[src/rtl/wkt_pkg.sv]
package wkt_pkg;
  parameter int CNT_W  = 32;
  parameter int PRE_W  = 12;
  parameter int ADDR_W = 3;

  typedef enum logic [ADDR_W-1:0] {
    ADR_CTRL   = 3'd0,
    ADR_COUNT  = 3'd1,
    ADR_THRESH = 3'd2,
    ADR_CAUSE  = 3'd3,
    ADR_ISTATE = 3'd4,
    ADR_ITEST  = 3'd5
  } regAddr_e;

  // strobes from the register side to the counting datapath
  typedef struct packed {
    logic             loadCount;
    logic             restart;
    logic [CNT_W-1:0] loadVal;
  } ctlStrobe_t;
endpackage

[src/rtl/wkt_count.sv]
module wkt_count
  import wkt_pkg::*;
(
  input  logic             clk,
  input  logic             rstN,
  input  ctlStrobe_t       strobes,
  input  logic             cfgEnable,
  input  logic [PRE_W-1:0] cfgPrescale,
  input  logic [CNT_W-1:0] cfgThreshold,
  output logic [CNT_W-1:0] count,
  output logic             wakeHit
);
  logic             enS;
  logic [PRE_W-1:0] preS;
  logic [CNT_W-1:0] thrS;
  logic [PRE_W-1:0] preCnt;

  // second stage: configuration copied from the register side
  always_ff @(posedge clk or negedge rstN) begin
    if (!rstN) begin
      enS  <= 1'b0;
      preS <= '0;
      thrS <= '0;
    end else begin
      enS  <= cfgEnable;
      preS <= cfgPrescale;
      thrS <= cfgThreshold;
    end
  end

  always_ff @(posedge clk or negedge rstN) begin
    if (!rstN) begin
      count  <= '0;
      preCnt <= '0;
    end else begin
      if (strobes.loadCount) count <= strobes.loadVal;
      if (strobes.restart || !enS) begin
        preCnt <= '0;
      end else if (preCnt == preS) begin
        preCnt <= '0;
        count  <= count + 1'b1;
      end else begin
        preCnt <= preCnt + 1'b1;
      end
    end
  end

  assign wakeHit = enS && (count > thrS);


  hold_when_off_chk: assert property (@(posedge clk) disable iff (!rstN)
    (!enS && !strobes.loadCount) |=> $stable(count));

  single_step_chk: assert property (@(posedge clk) disable iff (!rstN)
    (enS && !strobes.restart) |=> (count == $past(count) || count == $past(count) + 1'b1));

  pre_bound_chk: assert property (@(posedge clk) disable iff (!rstN)
    preCnt <= preS);
endmodule

[src/rtl/wkt_regs.sv]
module wkt_regs
  import wkt_pkg::*;
(
  input  logic              clk,
  input  logic              rstN,
  input  logic              wrEn,
  input  logic [ADDR_W-1:0] wrAddr,
  input  logic [CNT_W-1:0]  wrData,
  input  logic [ADDR_W-1:0] rdAddr,
  output logic [CNT_W-1:0]  rdData,
  input  logic [CNT_W-1:0]  liveCount,
  input  logic              wakeHit,
  output ctlStrobe_t        strobes,
  output logic              cfgEnable,
  output logic [PRE_W-1:0]  cfgPrescale,
  output logic [CNT_W-1:0]  cfgThreshold,
  output logic              irqStat
);
  logic wrCtrl, wrCount, wrThr, wrCause, wrIst, wrTest;
  logic statNext;

  assign wrCtrl  = wrEn && (wrAddr == ADR_CTRL);
  assign wrCount = wrEn && (wrAddr == ADR_COUNT);
  assign wrThr   = wrEn && (wrAddr == ADR_THRESH);
  assign wrCause = wrEn && (wrAddr == ADR_CAUSE);
  assign wrIst   = wrEn && (wrAddr == ADR_ISTATE);
  assign wrTest  = wrEn && (wrAddr == ADR_ITEST);

  // first stage: stored configuration and strobes
  always_ff @(posedge clk or negedge rstN) begin
    if (!rstN) begin
      cfgEnable    <= 1'b0;
      cfgPrescale  <= '0;
      cfgThreshold <= '0;
      strobes      <= '0;
    end else begin
      if (wrCtrl) begin
        cfgEnable   <= wrData[0];
        cfgPrescale <= wrData[PRE_W:1];
      end
      if (wrThr) cfgThreshold <= wrData;
      strobes.loadCount <= wrCount;
      strobes.restart   <= wrCtrl || wrCount || wrThr;
      if (wrCount) strobes.loadVal <= wrData;
    end
  end

  // hardware wake has priority over any software status write
  always_comb begin
    statNext = irqStat;
    if (wakeHit)                    statNext = 1'b1;
    else if (wrCause)               statNext = wrData[0];
    else if (wrTest && wrData[0])   statNext = 1'b1;
    else if (wrIst && wrData[0])    statNext = 1'b0;
  end

  always_ff @(posedge clk or negedge rstN) begin
    if (!rstN) irqStat <= 1'b0;
    else       irqStat <= statNext;
  end

  always_comb begin
    rdData = '0;
    case (rdAddr)
      ADR_CTRL:   rdData[PRE_W:0] = {cfgPrescale, cfgEnable};
      ADR_COUNT:  rdData = liveCount;
      ADR_THRESH: rdData = cfgThreshold;
      ADR_CAUSE,
      ADR_ISTATE: rdData[0] = irqStat;
      default:    rdData = '0;
    endcase
  end


  wake_sets_chk: assert property (@(posedge clk) disable iff (!rstN)
    wakeHit |=> irqStat);

  clear_chk: assert property (@(posedge clk) disable iff (!rstN)
    (wrIst && wrData[0] && !wakeHit) |=> !irqStat);

  test_set_chk: assert property (@(posedge clk) disable iff (!rstN)
    (wrTest && wrData[0]) |=> irqStat);

  sticky_chk: assert property (@(posedge clk) disable iff (!rstN)
    (irqStat && !wrIst && !wrCause) |=> irqStat);

  cause_load_chk: assert property (@(posedge clk) disable iff (!rstN)
    (wrCause && !wakeHit) |=> (irqStat == $past(wrData[0])));
endmodule

[src/rtl/wakeup_timer.sv]
module wakeup_timer
  import wkt_pkg::*;
(
  input  logic              clk,
  input  logic              rstN,
  input  logic              wrEn,
  input  logic [ADDR_W-1:0] wrAddr,
  input  logic [CNT_W-1:0]  wrData,
  input  logic [ADDR_W-1:0] rdAddr,
  output logic [CNT_W-1:0]  rdData,
  output logic              irqWake
);
  ctlStrobe_t       strobes;
  logic             cfgEnable;
  logic [PRE_W-1:0] cfgPrescale;
  logic [CNT_W-1:0] cfgThreshold;
  logic [CNT_W-1:0] liveCount;
  logic             wakeHit;
  logic             irqStat;

  wkt_regs u_regs (
    .clk(clk), .rstN(rstN), .wrEn(wrEn), .wrAddr(wrAddr), .wrData(wrData),
    .rdAddr(rdAddr), .rdData(rdData), .liveCount(liveCount), .wakeHit(wakeHit),
    .strobes(strobes), .cfgEnable(cfgEnable), .cfgPrescale(cfgPrescale),
    .cfgThreshold(cfgThreshold), .irqStat(irqStat)
  );

  wkt_count u_count (
    .clk(clk), .rstN(rstN), .strobes(strobes), .cfgEnable(cfgEnable),
    .cfgPrescale(cfgPrescale), .cfgThreshold(cfgThreshold),
    .count(liveCount), .wakeHit(wakeHit)
  );

  assign irqWake = irqStat;


  reset_quiet_chk: assert property (@(posedge clk) disable iff (!rstN)
    $rose(rstN) |-> !irqWake);
endmodule

[config.mk]
export PLATFORM = sky130hd
export DESIGN_NAME = wakeup_timer
export DESIGN_NICKNAME = d
export VERILOG_FILES = /design/src/rtl/wkt_pkg.sv /design/src/rtl/wkt_count.sv /design/src/rtl/wkt_regs.sv /design/src/rtl/wakeup_timer.sv
export SDC_FILE = /design/constraint.sdc
export NUM_CORES = 1
export LEC_CHECK = 0
export BUFFER_PORTS_ARGS = -buffer_cell sky130_fd_sc_hd__buf_2
export CAP_MARGIN = 20
export CELL_PAD_IN_SITES_DETAIL_PLACEMENT = 0
export CELL_PAD_IN_SITES_GLOBAL_PLACEMENT = 1
export CORE_MARGIN = 5
export CORE_UTILIZATION = 50
export CTS_BUF_LIST = sky130_fd_sc_hd__clkbuf_8
export DETAILED_ROUTE_END_ITERATION = 10
export PLACE_DENSITY_LB_ADDON = 0.15
export SYNTH_ARGS = -nofsm -noshare
export SYNTH_HDL_FRONTEND = slang
export SYNTH_HIERARCHICAL = 1
export SYNTH_SLANG_ARGS = --single-unit
[constraint.sdc]
create_clock -name clk -period 2.39 [get_ports clk]
set_input_delay 0.1195 -clock clk [delete_from_list [all_inputs] [get_ports clk]]
set_output_delay 0.1195 -clock clk [all_outputs]
set_load 0.005 [all_outputs]
======== Word-level counts from Yosys, hierarchy flattened ========
Cells that the tools add are included.
operators by class
  $add $sub $neg .......................... 2
  $lt $le $gt $ge ......................... 1
  eq/ne operators ......................... 10
  mux-type cells .......................... 12
  reduce and logical (&&, ||, !) cells .... 17
operators with widths
  operator                 count
  $mux W32                 3
  $pmux W19 S2             1
  $pmux W12 S3             1
  $add A32 B1 Y32 const B  1
  $gt A32 B32 Y1           1
  $mux W12                 2
  $add A12 B1 Y12 const B  1
  $eq A12 B12 Y1           1
  $eq A3 B2 Y1 const B     4
  $eq A3 B3 Y1 const B     3
  $logic_and A1 B1 Y1      9
  $eq A3 B1 Y1 const B     2
  $logic_not A3 Y1         2
  $mux W1                  4
  $pmux W1 S4              1
  $reduce_bool A4 Y1       1
  $logic_or A1 B1 Y1       3
  $reduce_or A2 Y1         1
  $logic_not A1 Y1         1
word-level totals
  flip-flop bits (word level) ............. 169
  output and inout port bits .............. 33
  logic and storage cells ................. 54

======== Logic depth before layout (Yosys ltp) ========
  word-level depth ........................ 7
  depth in mapped cells ................... 9
  depth with buffers taken out ............ 9

======== Cells and area by module ========
Netlist, hierarchy kept.
modules (own cells, without submodules)
  module     instances  cells an instance  area each (um^2)  seq. area each (um^2)
  wkt_count  1          468                4694.5            2227.1
  wkt_regs   1          264                3632.2            2001.9

======== Worst setup path before layout ========
Ideal clock, no wire load.
  kind .................................... reg-to-reg
  from .................................... register u_count.preCnt[2]
  to ...................................... register u_count.count[16]
  setup time .............................. 87 ps
  arrival ................................. 1990 ps
  required time ........................... 2303 ps
  setup slack ............................. 314 ps
  cell stages (with the launch flop) ...... 7
  period minus slack after synthesis ...... 2076 ps
  cells stage by stage .................... dfrtp_1 > xnor2_1 > nand4_2 > or4_4 > buf_6 > or4_1 > o211ai_1
between the ends
  longest elaborated chain between the ends .. 3
ends and longest elaborated chain
  item                    RTL line         text
  start, declared         wkt_count.sv:16  logic [PRE_W-1:0] preCnt;
  start signal, assigned  wkt_count.sv:43  preCnt <= preCnt + 1'b1;
  $eq A12 B12 Y1          wkt_count.sv:39  end else if (preCnt == preS) begin
  $mux W32                wkt_count.sv:39
  $mux W32                wkt_count.sv:37  if (strobes.restart || !enS) begin
  end signal, assigned    wkt_count.sv:36  if (strobes.loadCount) count <= strobes.loadVal;
  end signal, assigned    wkt_count.sv:41  count <= count + 1'b1;
  end, declared           wkt_count.sv:10  output logic [CNT_W-1:0] count,
No other way between the ends.
A chain may end at the register's enable or synchronous reset.

======== Worst setup path after layout ========
  from .................................... register u_count.count[31]
  to ...................................... register u_regs.irqStat
between the ends
  longest elaborated chain between the ends .. 3
ends and longest elaborated chain
  item                                                                   RTL line            text
  $gt A32 B32 Y1 (*)                                                     wkt_count.sv:48     assign wakeHit = enS && (count > thrS);
  $logic_and A1 B1 Y1 (*)                                                wkt_count.sv:48
  named net wakeHit                                                      wakeup_timer.sv:18  logic wakeHit;
  $reduce_bool A4 Y1 (no source line) / $mux W1 (equally long branches)  n/a
  end signal, assigned                                                   wkt_regs.sv:59      else irqStat <= statNext;
  end, declared                                                          wkt_regs.sv:17      output logic irqStat
The timed path passes the listed nets; every way through them passes the cells marked *.

==> impl_metrics.env <==
export IMPL_grt_first_pass_wirelength_um=34600
export IMPL_cts_setup_buffers=0
export IMPL_drt_iter0_drc=489
export IMPL_io_buffers=73
export IMPL_path_cells="ha_1 > nand4_1 > nor2_1 > a221o_1 > a211oi_2 > buf_4 > a21oi_1 > a21oi_1 > nand3_1"
export IMPL_drv_cap=0
export IMPL_cts_root_buf="clkbuf_8"
export IMPL_rsz0062_at_grt="false"
export IMPL_clock_sinks=169
export IMPL_num_vias=6238
export IMPL_final_max_slew_viol_count=0
export IMPL_drt_first_pass_iters=5
export IMPL_period_minus_slack_ns=2.30
export IMPL_die_y_um=139
export IMPL_htreeDepth=4
export IMPL_areaGrowthSynthToFinish_pct=19.5
export IMPL_setup_tns_ns=0
export IMPL_fin_cells=1099
export IMPL_grt_pass1_vias=6341
export IMPL_critical_path_required_ns=2.73
export IMPL_vdd_ir_drop_max_v=0.000390
export IMPL_clock_path_buffers=2
export IMPL_cts_buffers=17
export IMPL_final_nets=941
export IMPL_synth_ff_type="dfrtp_1"
export IMPL_route_detailed_drc=0
export IMPL_syn_area_per_cell_um2=11.4
export IMPL_synth_top_family_by_area="simple AND/OR/NAND/NOR gates"
export IMPL_synth_fa_ha_area_share_pct=5.11
export IMPL_path_class="reg2reg"
export IMPL_p_per_area_mw_per_mm2=844
export IMPL_post_synth_top_area_fraction_pct=50.8
export IMPL_synthTopCellsByCount="169 x dfrtp_1, 72 x mux2_2, 50 x inv_1, 47 x a21oi_1, 39 x nand2_1"
export IMPL_synth_xor_area_share_pct=2.72
export IMPL_tightest_slew_ns=0.632
export IMPL_hold_class="in2async"
export IMPL_yosys_area_share_simple_pct=12.8
export IMPL_relSlewSlack_pct=57.9
export IMPL_crit_path_top_delay_cell="dfrtp_1"
export IMPL_place_congestion=0.845
export IMPL_synth_edf_count=0
export IMPL_dp_hpwl_um=14900
export IMPL_n_antenna_cell=0
export IMPL_critPathMaxFanout=4
export IMPL_muxShareOfSynthArea_pct=12.5
export IMPL_die_x_um=139
export IMPL_synth_compound_area_share_pct=11.5
export IMPL_arrival_ns=2.64
export IMPL_clk_pin_slew_ns=0.09
export IMPL_clock_skew_ns=0.0102
export IMPL_yosys_warnings=6
export IMPL_wl_um=21300
export IMPL_synthTopCellsByArea="dfrtp_1 51%, mux2_2 9.7%, ha_1 5.1%"
export IMPL_tritoncts="yes"
export IMPL_end_kind="flop"
export IMPL_worst_path_most_repeated_cell="a21oi_1"
export IMPL_grtUsageTotal_pct=22.4
export IMPL_grt_max_degree=67
export IMPL_drive_above_1_share_pct=29.6
export IMPL_io_pins=74
export IMPL_ys_ff_latch=169
export IMPL_setup_violations=0
export IMPL_die_area_mm2=0.0193
export IMPL_power_leakage_uw=0.00445
export IMPL_viasPerCell=5.68
export IMPL_overflow=0
export IMPL_crit_path_start_kind="flop"
export IMPL_outcome="completed"
export IMPL_synthMostInstantiatedCell="dfrtp_1"
export IMPL_antenna_found_initial=0
export IMPL_synth_cell_types=62
export IMPL_yosysTopAreaCell="dfrtp_1"
export IMPL_wl_per_cell_um=19.3
export IMPL_worst_skew_pair_late_latency_ns=0.45
export IMPL_fmax_mhz=435
export IMPL_yosysSeqAreaShare_pct=50.8
export IMPL_max_stage_delay_ns=0.45
export IMPL_synth_area_mm2=0.00833
export IMPL_synth_nets=807
export IMPL_rows=47
export IMPL_initial_core_util_pct=50.6
export IMPL_core_area_mm2=0.0165
export IMPL_ys_async_sr_fraction_pct=100
export IMPL_finalCritPeriodShare_pct=96.3
export IMPL_dp_cells=1030
export IMPL_hold_viol=0
export IMPL_fillCellCount=1430
export IMPL_synthCells=732
export IMPL_ant_nets=0
[worst max-delay path, delay by kind of cell, from the launching register on]
family | cells | cell delay, ns
and+or+nand+nor | 3 | 0.40
DFF | 1 | 0.45
adders and majority gates | 1 | 0.37
buffers and inverters | 1 | 0.16
AOI/OAI and AO/OA | 4 | 0.81
[stage by stage]
stage	setup WS [ns]	hold slack (ns)	utilization, %	cell area, µm²	power, µW
after floorplan	0.314	-0.176	-	8330	5290
after global placement	0.0343	0.158	55.5	9140	6130
after detailed placement	0.0397	0.160	55.5	9140	6200
after CTS	0.00488	0.232	60.3	9930	8430
after global routing	0.0177	0.274	60.4	9950	8900
final	0.0896	0.239	60.4	9950	8400
[final timing paths]
check / startpoint / endpoint / slack, ns / cells after the start
max: u_count/count[31] / u_regs/irqStat / 0.09 / 9
min: rstN / u_count/preS[4] / 0.24 / 2
max reg2reg: u_count/count[31] / u_regs/irqStat / 0.09 / 9
min reg2reg: u_regs/cfgPrescale[0] / u_count/preS[0] / 0.40 / 0
max in group asynchronous: rstN / u_count/preS[1] / 1.33 / 3
min in group clk: u_regs/cfgPrescale[0] / u_count/preS[0] / 0.40 / 0
[logic make-up after synthesis]
kind of cell,Yosys count
simple gates,187
flops,169
compound gates,139
mux,94
buf+inv,84
fa+ha+maj,34
xor+xnor,25
[sequential cells by signal, indices dropped and copies added, names as in the netlist]
| register | count |
|---|---|
| u_regs/irqStat | 1 |
| u_count/count | 32 |
| u_count/preCnt | 12 |
| u_count/thrS | 32 |
| u_count/enS | 1 |
| u_regs/cfgThreshold | 32 |
| u_regs/strobes | 34 |
| u_count/preS | 12 |
| u_regs/cfgEnable | 1 |
| u_regs/cfgPrescale | 12 |
[layout by cell type, fill, tap and decap left out, types with 17 or more instances in the layout]
cell,netlist,routed
a21oi_1,47,47
a22o_1,19,19
buf_2,6,72
buf_4,6,36
clkbuf_8,0,20
dfrtp_1,169,167
dlygate4sd3_1,0,37
ha_1,34,34
inv_1,50,52
mux2_2,72,72
nand2_1,39,39
nand3_1,25,25
nor2_1,29,29
o21ai_0,19,19
or2_2,17,17
xnor2_1,17,17
[area by class of cell]
class	instances	area [µm²]	area share, %
Clock inverter	12	149	1.50
Timing Repair Buffer	149	1070	10.8
Sequential cell	169	4230	42.5
Inverter	50	188	1.89
Tap cell	220	275	2.77
Multi-Input combinational cell	479	3760	37.8
Clock buffer	20	275	2.77
[routing by layer]
metal  share of wire (%)  routed length (µm)  global-route usage (%)  vias up
li1                    -                   -                       -     2915
met1                  50               10600                    33.8     3153
met2                  45                9590                    33.8      154
met3                 4.1                 869                    3.72       16
met4                 1.1                 233                    5.77        0
met5                   0                   0                       0        -
[repair_timing]
action	in CTS	in global routing
gates resized for setup	0	4
hold endpoints to repair	142	0
hold buffers	37	0
setup endpoints to repair	0	2
[power breakdown]
group / leakage, µW / switching, µW / internal, µW
combinational: 0.00220 / 1080 / 1070
clock: 0.000218 / 1060 / 1110
sequential: 0.00204 / 573 / 3500
(Power assumes the default switching activity.)
